### config.mk
export PLATFORM = sky130hd
export DESIGN_NAME = sel_period_wdog
export DESIGN_NICKNAME = d
export VERILOG_FILES = /design/src/rtl/wdog_pkg.sv /design/src/rtl/wdog_regif.sv /design/src/rtl/wdog_limit.sv /design/src/rtl/wdog_fsm.sv /design/src/rtl/sel_period_wdog.sv
export SDC_FILE = /design/constraint.sdc
export NUM_CORES = 1
export LEC_CHECK = 0
export CAP_MARGIN = 10
export CORE_ASPECT_RATIO = 1.1
export CORE_MARGIN = 2
export CORE_UTILIZATION = 63
export DETAILED_ROUTE_END_ITERATION = 16
export DONT_BUFFER_PORTS = 1
export PLACE_DENSITY = 0.78
export SLEW_MARGIN = 20
export SYNTH_ARGS = -nofsm -noshare
export SYNTH_HDL_FRONTEND = slang
export SYNTH_HIERARCHICAL = 1
export SYNTH_SLANG_ARGS = --single-unit
### constraint.sdc
create_clock -name clk -period 4.1 [get_ports clk]
set_clock_uncertainty 0.1 [all_clocks]
set_input_delay 0.41 -clock clk [delete_from_list [all_inputs] [get_ports clk]]
set_output_delay 0.41 -clock clk [all_outputs]
set_load 0.01 [all_outputs]
### src/rtl/wdog_pkg.sv
package wdog_pkg;

    typedef enum logic [0:0] {
        S_RUN     = 1'b0,
        S_EXPIRED = 1'b1
    } wd_state_e;

    localparam int WD_SEL_W   = 2;
    localparam int WD_SEL_LSB = 0;
    localparam int WD_REF_BIT = 2;
    localparam int WD_OT_LSB  = 3;
    localparam int WD_OT_W    = 2;
    localparam int WD_WR_W    = WD_OT_LSB + WD_OT_W;

    function automatic int unsigned max_of4(input int unsigned a, input int unsigned b,
                                            input int unsigned c, input int unsigned d);
        int unsigned m;
        m = a;
        if (b > m) m = b;
        if (c > m) m = c;
        if (d > m) m = d;
        return m;
    endfunction

endpackage

### src/rtl/wdog_regif.sv
module wdog_regif
    import wdog_pkg::*;
(
    input  logic                 clk,
    input  logic                 rst_n,
    input  logic                 wr_en,
    input  logic [WD_WR_W-1:0]   wr_data,
    output logic                 restart,
    output logic [WD_SEL_W-1:0]  new_sel,
    output logic [WD_OT_W-1:0]   ot_nolatch,
    output logic                 refresh_q
);

    logic wr_ref;

    assign wr_ref  = wr_data[WD_REF_BIT];
    assign new_sel = wr_data[WD_SEL_LSB +: WD_SEL_W];
    assign restart = wr_en && (wr_ref != refresh_q);

    always_ff @(posedge clk) begin
        if (!rst_n) begin
            refresh_q  <= 1'b0;
            ot_nolatch <= '0;
        end else if (wr_en) begin
            refresh_q  <= wr_ref;
            ot_nolatch <= wr_data[WD_OT_LSB +: WD_OT_W];
        end
    end

endmodule

### src/rtl/wdog_limit.sv
module wdog_limit
    import wdog_pkg::*;
#(
    parameter int unsigned P0    = 2250,
    parameter int unsigned P1    = 1125,
    parameter int unsigned P2    = 558,
    parameter int unsigned P3    = 279,
    parameter int          CNT_W = 12
) (
    input  logic [WD_SEL_W-1:0] sel,
    output logic [CNT_W-1:0]    limit
);

    localparam int NSEL = 1 << WD_SEL_W;
    localparam int unsigned PTAB [NSEL] = '{P0, P1, P2, P3};

    logic [CNT_W-1:0] table_w [NSEL];

    for (genvar g = 0; g < NSEL; g++) begin : g_tab
        assign table_w[g] = CNT_W'(PTAB[g]);
    end

    assign limit = table_w[sel];

endmodule

### src/rtl/wdog_fsm.sv
module wdog_fsm
    import wdog_pkg::*;
#(
    parameter int CNT_W = 12
) (
    input  logic                clk,
    input  logic                rst_n,
    input  logic                restart,
    input  logic [WD_SEL_W-1:0] new_sel,
    input  logic                ms_tick,
    input  logic [CNT_W-1:0]    limit,
    output logic [WD_SEL_W-1:0] sel_q,
    output logic [CNT_W-1:0]    cnt_q,
    output logic                timeout
);

    wd_state_e             state_q, state_d;
    logic [CNT_W-1:0]      cnt_d;
    logic [WD_SEL_W-1:0]   sel_d;

    always_ff @(posedge clk) begin
        if (!rst_n) begin
            state_q <= S_RUN;
            cnt_q   <= '0;
            sel_q   <= '0;
        end else begin
            state_q <= state_d;
            cnt_q   <= cnt_d;
            sel_q   <= sel_d;
        end
    end

    always_comb begin
        state_d = state_q;
        cnt_d   = cnt_q;
        sel_d   = sel_q;
        if (restart) begin
            state_d = S_RUN;
            cnt_d   = '0;
            sel_d   = new_sel;
        end else begin
            unique case (state_q)
                S_RUN: begin
                    if (ms_tick) begin
                        if (cnt_q == limit - CNT_W'(1)) begin
                            state_d = S_EXPIRED;
                            cnt_d   = limit;
                        end else begin
                            cnt_d   = cnt_q + CNT_W'(1);
                        end
                    end
                end
                S_EXPIRED: begin
                    cnt_d = cnt_q;
                end
                default: state_d = S_RUN;
            endcase
        end
    end

    always_comb begin
        unique case (state_q)
            S_EXPIRED: timeout = 1'b1;
            default:   timeout = 1'b0;
        endcase
    end

endmodule

### src/rtl/sel_period_wdog.sv
module sel_period_wdog
    import wdog_pkg::*;
#(
    parameter int unsigned P0 = 2250,
    parameter int unsigned P1 = 1125,
    parameter int unsigned P2 = 558,
    parameter int unsigned P3 = 279,
    localparam int CNT_W = $clog2(max_of4(P0, P1, P2, P3) + 1)
) (
    input  logic                 clk,
    input  logic                 rst_n,
    input  logic                 wr_en,
    input  logic [WD_WR_W-1:0]   wr_data,
    input  logic                 ms_tick,
    output logic                 wd_timeout,
    output logic [CNT_W-1:0]     wd_count,
    output logic [WD_SEL_W-1:0]  wd_sel,
    output logic [WD_OT_W-1:0]   ot_nolatch
);

    logic                restart;
    logic [WD_SEL_W-1:0] new_sel;
    logic                refresh_q;
    logic [CNT_W-1:0]    limit;

    wdog_regif u_regif (
        .clk        (clk),
        .rst_n      (rst_n),
        .wr_en      (wr_en),
        .wr_data    (wr_data),
        .restart    (restart),
        .new_sel    (new_sel),
        .ot_nolatch (ot_nolatch),
        .refresh_q  (refresh_q)
    );

    wdog_limit #(.P0(P0), .P1(P1), .P2(P2), .P3(P3), .CNT_W(CNT_W)) u_limit (
        .sel   (wd_sel),
        .limit (limit)
    );

    wdog_fsm #(.CNT_W(CNT_W)) u_fsm (
        .clk     (clk),
        .rst_n   (rst_n),
        .restart (restart),
        .new_sel (new_sel),
        .ms_tick (ms_tick),
        .limit   (limit),
        .sel_q   (wd_sel),
        .cnt_q   (wd_count),
        .timeout (wd_timeout)
    );

endmodule

; ---- After elaboration in Yosys (flattened, before gate mapping)
; Cells that the tools add are included.
[totals]
input_bits = 9
register_bits = 18
output_inout_bits = 17
[classes]
reduce_logical = 3
magnitude_cmp = 1
n_addsub = 2
bitwise = 3
n_mux = 10
n_eq_ne = 3
[op_table]
columns = op, count
row1 = $mux W12, 5
row2 = $bmux W12 S2, 1
row3 = $add A12 B1 Y12 const B, 1
row4 = $eq A12 B12 Y1, 1
row5 = $sub A12 B1 Y12 const B, 1
row6 = $mux W1, 4
row7 = $ge A3 B3 Y1 const B, 1
row8 = $not A2 Y3, 1
row9 = $ne A2 B2 Y1 const B, 1
row10 = $not A1 Y1, 2
row11 = $reduce_and A2 Y1, 1
row12 = $reduce_or A2 Y1, 1
row13 = $logic_and A1 B1 Y1, 1
row14 = $ne A1 B1 Y1, 1

; ---- Logic depth before layout (Yosys ltp)
; Gate-level depths: netlist of run 1.
[depth]
word_depth = 9
mapped_depth = 12
depth_no_buf = 11

; ---- Cells and area by module
; The synthesis of run 1 kept the hierarchy.
[by_module_without_submodules]
columns = mod, seq_area_each_um2, cells_per_inst, n_inst, area_per_inst_um2
row1 = wdog_fsm, 300.3, 166, 1, 1300.0
row2 = wdog_regif, 60.1, 13, 1, 140.1
row3 = wdog_limit, 0.0, 14, 1, 118.9

; ---- Worst setup path after synthesis of run 1
; Ideal clock, no wire load.
[synth_path]
kind = register -> register
from = register u_fsm.sel_q[1]
to = register u_fsm.cnt_q[10]
required_ns = 3.878
path_slack_ns = 0.634
stages_incl_launch_ff = 12
arrival_time_ns = 3.244
path_cell_list = dfxtp_1 inv_1 ha_1 or2_1 buf_6 or4_4 or4_1 a221o_1 nor3_2 buf_2 a22oi_1 a221o_1
[synth_via]
elab_chain_cells = 9
[synth_lines]
columns = item, line_no
row1 = from (decl), wdog_fsm.sv:12  ; output logic [WD_SEL_W-1:0] sel_q,
row2 = from (signal assigned), wdog_fsm.sv:29  ; sel_q <= sel_d;
row3 = $not A2 Y3 (implied by the code), wdog_limit.sv:23  ; assign limit = table_w[sel];
row4 = $bmux W12 S2, wdog_limit.sv:23
row5 = $mux W12 (implied by the code) (2 in series), wdog_limit.sv:23
row6 = via limit[6], sel_period_wdog.sv:24  ; logic [CNT_W-1:0] limit;
row7 = $sub A12 B1 Y12, wdog_fsm.sv:45  ; if (cnt_q == limit - CNT_W'(1)) begin
row8 = $eq A12 B12 Y1, wdog_fsm.sv:45
row9 = $mux W12, wdog_fsm.sv:45
row10 = $mux W12, wdog_fsm.sv:44  ; if (ms_tick) begin
row11 = $mux W12, wdog_fsm.sv:42  ; unique case (state_q)
row12 = to (signal assigned), wdog_fsm.sv:28  ; cnt_q <= cnt_d;
row13 = to (decl), wdog_fsm.sv:13  ; output logic [CNT_W-1:0] cnt_q,
; The timed path passes the listed nets, and every way through them passes these cells. The select of a mux whose other input is x is not followed.
; A chain may end at the register's enable or synchronous reset.

; ---- Worst setup path after layout of run 1
[layout_path]
from = register u_fsm.sel_q[1]
to = register u_fsm.cnt_q[2]
; The elaborated chain is that of the path after synthesis.

==> results of run 1 <==
[worst reg2reg max path, delay by kind of cell (launching register included)]
kind | cells | cell delay (ns)
AOI/OAI and AO/OA | 4 | 1.13
adders and majority gates | 1 | 0.35
buffers and inverters | 1 | 0.20
DFF | 1 | 0.46
and+or+nand+nor | 3 | 1.46
[sequential cells by signal, indices dropped and copies added (netlist names)]
name / cells
u_regif/refresh_q: 1
u_fsm/state_q: 1
u_fsm/sel_q: 2
u_regif/ot_nolatch: 2
u_fsm/cnt_q: 12
[through the flow]
stage               instances  instance area (sq um)  setup WS, ns  total power, mW  util, %
finish                    216                   1574        0.3400           0.3873    68.52
global route              216                   1574        0.1560           0.4028    68.52
CTS                       216                   1574        0.3690           0.3874    68.52
detailed placement        212                   1538        0.3950           0.2752    66.94
global placement          212                   1538        0.4631           0.2718    66.94
floorplan                 193                   1559        0.6338           0.2642        -
[kinds of logic after synthesis]
| group | count (synthesis) | synth area share, % |
|---|---|---|
| and+or+nand+nor | 83 | 30.34 |
| adders and majority gates | 8 | 6.421 |
| muxes | 6 | 3.933 |
| AOI/OAI and AO/OA | 41 | 20.63 |
| xor gates and xnor gates | 15 | 8.427 |
| DFF | 18 | 23.11 |
| buffers and inverters | 22 | 7.143 |
[placed cells by master (no fill, tap or decap), types with 4 or more instances in the layout]
cell / Yosys / final
dfxtp_1: 18 / 18
nand3_1: 13 / 13
nor2b_1: 10 / 10
xor2_1: 10 / 10
or3_1: 10 / 10
nand2_1: 9 / 9
a221o_1: 9 / 9
inv_1: 8 / 8
nor2_1: 8 / 8
a22oi_1: 8 / 8
ha_1: 8 / 8
nand4_1: 5 / 5
xnor2_1: 5 / 5
nor3_1: 5 / 5
mux2i_1: 5 / 5
nand2b_1: 4 / 4
a21oi_1: 4 / 4
and2_1: 4 / 4
[cell type report]
cell class / instances / area (sq um)
Clock buffer: 4 / 36.28
Fill cell: 202 / 723.2
Inverter: 8 / 30.03
Multi-Input combinational cell: 153 / 1087
Sequential cell: 18 / 360.3
Tap cell: 30 / 37.54
Timing Repair Buffer: 3 / 22.52
[worst max-delay path by stage]
stage,startpoint,endpoint,cells after the start
floorplan,u_fsm/sel_q[1],u_fsm/cnt_q[10],11
global placement,u_fsm/sel_q[1],u_fsm/cnt_q[7],10
detailed placement,u_fsm/sel_q[1],u_fsm/cnt_q[11],10
CTS,u_fsm/sel_q[1],u_fsm/cnt_q[2],9
global route,u_fsm/sel_q[1],u_fsm/cnt_q[2],9
finish,u_fsm/sel_q[1],u_fsm/cnt_q[2],9
[layer usage]
metal	global-route usage [%]	part of all wire [%]	wire, microns
met1	32.73	41	1499
met2	44.32	49	1824
met3	7.258	7.8	288
met4	10.53	2.1	76
met5	0	0	0
[power groups by stage]
| stage | clock network [mW] | logic, mW | registers (mW) |
|---|---|---|---|
| 2_1_floorplan | 0 | 0.0739 | 0.190 |
| 3_3_place_gp | 0 | 0.0812 | 0.191 |
| 3_5_place_dp | 0 | 0.0844 | 0.191 |
| 4_1_cts | 0.116 | 0.0850 | 0.187 |
| 5_1_grt | 0.119 | 0.0959 | 0.188 |
| 6_report | 0.115 | 0.0862 | 0.187 |
==> results by group, run 1 <==
Run status
  • Status: finished clean

Synth
  • Synth area leader: dfxtp_1
  • Register area share after synthesis: 23.11%
  • Yosys warns: 6
  • Seq cells post-synth: 18
  • Distinct cells, synth: 47
  • Post-synthesis cell count: 193
  • Share of synthesized registers carrying an async set or reset: 0%
  • Mean Syn Cell Area: 8.078 sq um
  • Synthesized area: 1559 sq um
  • Ranking of synthesized cells by area: dfxtp_1 (23%), ha_1 (6.4%), a221o_1 (5.8%), xor2_1 (5.6%), nand3_1 (4.2%)
  • Post-synth EDFFs: 0
  • Post-Synthesis Net Count: 210
  • Most used DFF post-synth: dfxtp_1
  • Share of the synthesized area in the top cell type: 23.11%
  • Top-count cell post-synth: dfxtp_1
  • Most frequent cells after synthesis: dfxtp_1 (18), nand3_1 (13), nor2b_1 (10), or3_1 (10), xor2_1 (10)

Floorplan
  • Core ar.: 2297 sq um
  • Initial Util: 67.86%
  • Ports: 26
  • Die X: 51.43 microns
  • Die height: 56.18 microns
  • Row count: 18
  • Die ar.: 2889 sq um

STA
  • RSZ-0062 raised after global routing: no
  • Fmax: 266.0 MHz
  • Setup TNS: 0 ns
  • Relative slew slack: 50.35%
  • Hold Vio Cnt, Final: 0
  • Max-slew violations: 0
  • Fin crit share: 91.71%
  • Endpoints failing setup: 0
  • Worst Max-Slew Pin Slew: 0.7432 ns
  • Hold_ws: 0.1233 ns
  • Tmin final: 3.760 ns

Power
  • Leak pwr: 0.6314 nW
  • Pwr dens: 246.1 nW/um^2
  • Sequential Power Share: 48.2%
  • Worst ir drop on vdd: 0.2240 mV
  • Clock share of power: 29.6%
  • Combinational share of power: 22.3%
  • Switching share of power: 31.14%
  • Int Pwr: 266.7 uW
  • Switching pwr: 120.6 uW

Detailed routing
  • Total number of vias: 1,485
  • Routed wire per std cell: 17.08 microns
  • DRC: 0
  • DR vias/cell: 6.875
  • DRT Pass-1 Iters: 4
  • Routed WL: 3689 microns
  • Antenna Nets Post-Route: 0
  • DRT iter0 DRCs: 99

Global route
  • GR Util All Layers: 26.96%
  • Largest net degree at the start of global routing: 13
  • Initial antenna violation count: 0
  • Number of global-route vias before repair: 1,395
  • First-pass GRT wire length: 6106 microns
  • Total gr overflow: 0

Critical path
  • Reg2Reg Setup Slack: 0.34 ns
  • Worst Path Arrival: 3.90 ns
  • Worst setup SP type: register
  • CP top delay family: simple AND/OR/NAND/NOR gates
  • Req. time, crit path: 4.24 ns
  • CP bufs+invs: 1
  • Slowest cell on crit path: or4_4
  • Worst-path maximum fanout: 10
  • Worst Reg2Reg Path Length in Cells: 9
  • Reg-to-Reg End: u_fsm/cnt_q[2]
  • RR Startpoint: u_fsm/sel_q[1]
  • Endpoint class of the critical path: register
  • CP Class: reg2reg
  • Crit-path cells: inv_1 > ha_1 > or2_1 > or4_4 > or4_1 > a221o_1 > a211o_1 > o31a_1 > a21oi_1
  • Crit-path max cell delay: 0.59 ns

Final layout
  • # diodes: 0
  • Area Overhead vs Synth: 0.9631%
  • Post-layout net count: 204
  • Layout cells sized above 1: 6.989%

Place
  • RePlAce Congestion: 0.8802
  • Dpl hpwl: 2731 microns
  • PortBufs: 0

Flow run
  • Max-cap check violation count: 0

Clock network
  • CTS Buf Count: 3
  • Hold Buf Count CTS: 0
  • H-Tree Depth: 1
  • CTS clock-pin slew for the worst setup and hold paths: 0.11 ns
  • Longest Clk Path Bufs: 2
  • CTS Root Cell: clkbuf_4
  • CTS tree: done
  • Post-CTS sizing: 0
  • CTS Sinks: 18
  • Setup Buffers After CTS: 0
  • Clk_lat worst skew: 0.31 ns

Hold path
  • Hold endpoint: u_regif/ot_nolatch[0]
  • Hold crit path type: in2reg
  • Hold Path Origin: rst_n
  • Hold depth: 1
Note: power is estimated with default switching activity, not from simulation.
==> run 2: changes to the inputs <==
CORE_UTILIZATION = 50   (was 63)
PLACE_DENSITY = 0.64   (was 0.78)
==> results by group, run 2 (synthesis gave the netlist of run 1 again) <==
Final layout
  • Filler cell count: 279 (+38%)
  • Most common cell after layout, fill and taps aside: dfxtp_1
  • Final Util: 52.26% (-16 points)
  • Top flop regs: u_fsm/cnt_q: 12 flops, u_fsm/sel_q: 2 flops, u_regif/ot_nolatch: 2 flops
  • Layout cells sized above 1: 6.989% (unchanged)
  • Most frequent cells in the layout: dfxtp_1 (18), nand3_1 (13), nor2b_1 (10), xor2_1 (10), or3_1 (10)
  • Max reg flops: 12 (unchanged)
  • # diodes: 0 (unchanged)
  • Top reg by flops: u_fsm/cnt_q
  • Area Overhead vs Synth: 1.284%
  • Final Cell Area: 1579 sq um (+0.32%)
  • Post-layout net count: 204 (unchanged)

Place
  • Setup WS pre-CTS: 0.3798 ns (-0.01519 ns)
  • RePlAce Congestion: 0.8183 (-7.0%)
  • PortBufs: 0 (unchanged)
  • Placed cell areas: 1543 sq um (+0.33%)
  • Dpl hpwl: 2799 microns (+2.5%)

STA
  • Tmin final: 3.789 ns (+0.02856 ns)
  • Worst Max-Slew Pin Slew: 0.7012 ns (-0.04204 ns)
  • Setup TNS: 0 ns (unchanged)
  • RSZ-0062 raised after global routing: no
  • Fmax: 264.0 MHz (-0.75%)
  • Max-slew violations: 0 (unchanged)
  • Final setup margin: 0.3114 ns (-0.02856 ns)
  • Endpoints failing setup: 0 (unchanged)
  • Relative slew slack: 53.16% (+2.8 points)
  • Fin crit share: 92.40% (+0.70 points)
  • Hold Vio Cnt, Final: 0 (unchanged)
  • Hold_ws: 0.1327 ns (+0.009412 ns)

Detailed routing
  • DRT iter0 DRCs: 63 (-36%)
  • Routed wire per std cell: 16.91 microns (-0.99%)
  • DR vias/cell: 6.559 (-4.6%)
  • DRT Pass-1 Iters: 5 (+1)
  • Routed WL: 3720 microns (+0.84%)
  • DRC: 0 (unchanged)
  • Antenna Nets Post-Route: 0 (unchanged)
  • Total number of vias: 1,443 (-2.8%)

Clock network
  • CTS Buf Count: 3 (unchanged)
  • CTS Root Cell: clkbuf_4
  • CTS Sinks: 18 (unchanged)
  • Hold Buf Count CTS: 0 (unchanged)
  • Setup Buffers After CTS: 0 (unchanged)
  • Longest Clk Path Bufs: 2 (unchanged)
  • Clk_lat worst skew: 0.30 ns (about the same)
  • H-Tree Depth: 1 (unchanged)
  • Post-CTS sizing: 0 (unchanged)
  • CTS clock-pin slew for the worst setup and hold paths: 0.11 ns (about the same)
  • CTS tree: done

Floorplan
  • Row count: 21 (+3)
  • Core ar.: 3022 sq um (+32%)
  • Ports: 26 (unchanged)
  • Die X: 57.24 microns (+11%)
  • Die height: 62.57 microns (+11%)
  • Die ar.: 3581 sq um (+24%)
  • Initial Util: 51.59% (-16 points)

Power
  • Switching share of power: 31.05% (-0.091 points)
  • Combinational share of power: 22.0% (-0.3 points)
  • Worst ir drop on vdd: 0.2005 mV (-10%)
  • Switching pwr: 120.0 uW (-0.49%)
  • Sequential Power Share: 48.5% (+0.3 points)
  • Int Pwr: 266.6 uW (about the same)
  • Leak pwr: 0.6314 nW (unchanged)
  • Clock share of power: 29.5% (about the same)
  • Pwr dens: 244.8 nW/um^2 (-0.51%)

Run status
  • Status: finished clean

Critical path
  • Crit-path cells: inv_1 > ha_1 > or2_1 > or4_4 > or4_1 > a221o_1 > nor4_1 > and2_1 > a221o_1
  • Worst Reg2Reg Path Length in Cells: 9 (unchanged)
  • Worst-path maximum fanout: 10 (unchanged)
  • CP top delay family: simple AND/OR/NAND/NOR gates
  • Crit-path max cell delay: 0.59 ns (about the same)
  • CP bufs+invs: 1 (unchanged)
  • Endpoint class of the critical path: register
  • Levels on crit path: 9 (unchanged)
  • Slowest cell on crit path: or4_4
  • Cell mode on critical path: a221o_1
  • CP Class: reg2reg
  • Req. time, crit path: 4.25 ns (about the same)
  • Worst setup SP type: register
  • Worst Path Arrival: 3.94 ns (+0.04 ns)

Hold path
  • Hold depth: 1 (unchanged)
  • Hold crit path type: in2reg

Global route
  • GR Util All Layers: 21.65% (-5.3 points)
  • Total gr overflow: 0 (unchanged)
  • Largest net degree at the start of global routing: 13 (unchanged)
  • Number of global-route vias before repair: 1,363 (-2.3%)
  • Initial antenna violation count: 0 (unchanged)
  • First-pass GRT wire length: 6258 microns (+2.5%)

Flow run
  • Max-cap check violation count: 0 (unchanged)
[run 2: cell counts in the layout (fill, tap and decap cells not counted)]
Identical to the previous run, type by type.
[run 2: final cells by class]
cell class / count / area, sq um / area share (%)
clock buffer: 4 / 36.28 / 2.298
inverter: 8 / 30.03 / 1.902
tap: 34 / 42.54 / 2.694
multi-input combinational: 153 / 1087 / 68.86
timing repair buffer: 3 / 22.52 / 1.426
sequential: 18 / 360.3 / 22.82
[run 2: per-stage QoR]
step | std cells | power [mW]
final | 220 | 0.3866
after global routing | 220 | 0.4080
after CTS | 220 | 0.3878
after detailed placement | 216 | 0.2756
after global placement | 216 | 0.2736
after floorplan | 193 | 0.2642
[run 2: path summary, 6_finish.rpt]
kind | from | endpoint | slack [ns]
min reg2reg | u_regif/refresh_q | u_regif/refresh_q | 0.46
max reg2reg | u_fsm/sel_q[1] | u_fsm/cnt_q[10] | 0.31
min | rst_n | u_fsm/sel_q[0] | 0.13
max | u_fsm/sel_q[1] | u_fsm/cnt_q[10] | 0.31
[run 2: power groups by stage]
stage          logic, mW  clock network, mW  registers [mW]
5_1_grt           0.0962              0.124           0.188
2_1_floorplan     0.0739                  0           0.190
4_1_cts           0.0847              0.116           0.187
3_3_place_gp      0.0824                  0           0.191
6_report          0.0851              0.114           0.188
3_5_place_dp      0.0846                  0           0.191
[run 2: per-layer routing]
metal / vias to the layer above / part of all wire, % / track usage [%]
met5: - / 0 / 0
li1: 698 / - / -
met1: 695 / 45 / 27.81
met2: 42 / 48 / 36.21
met4: 0 / 1.9 / 6.686
met3: 8 / 5.0 / 4.141
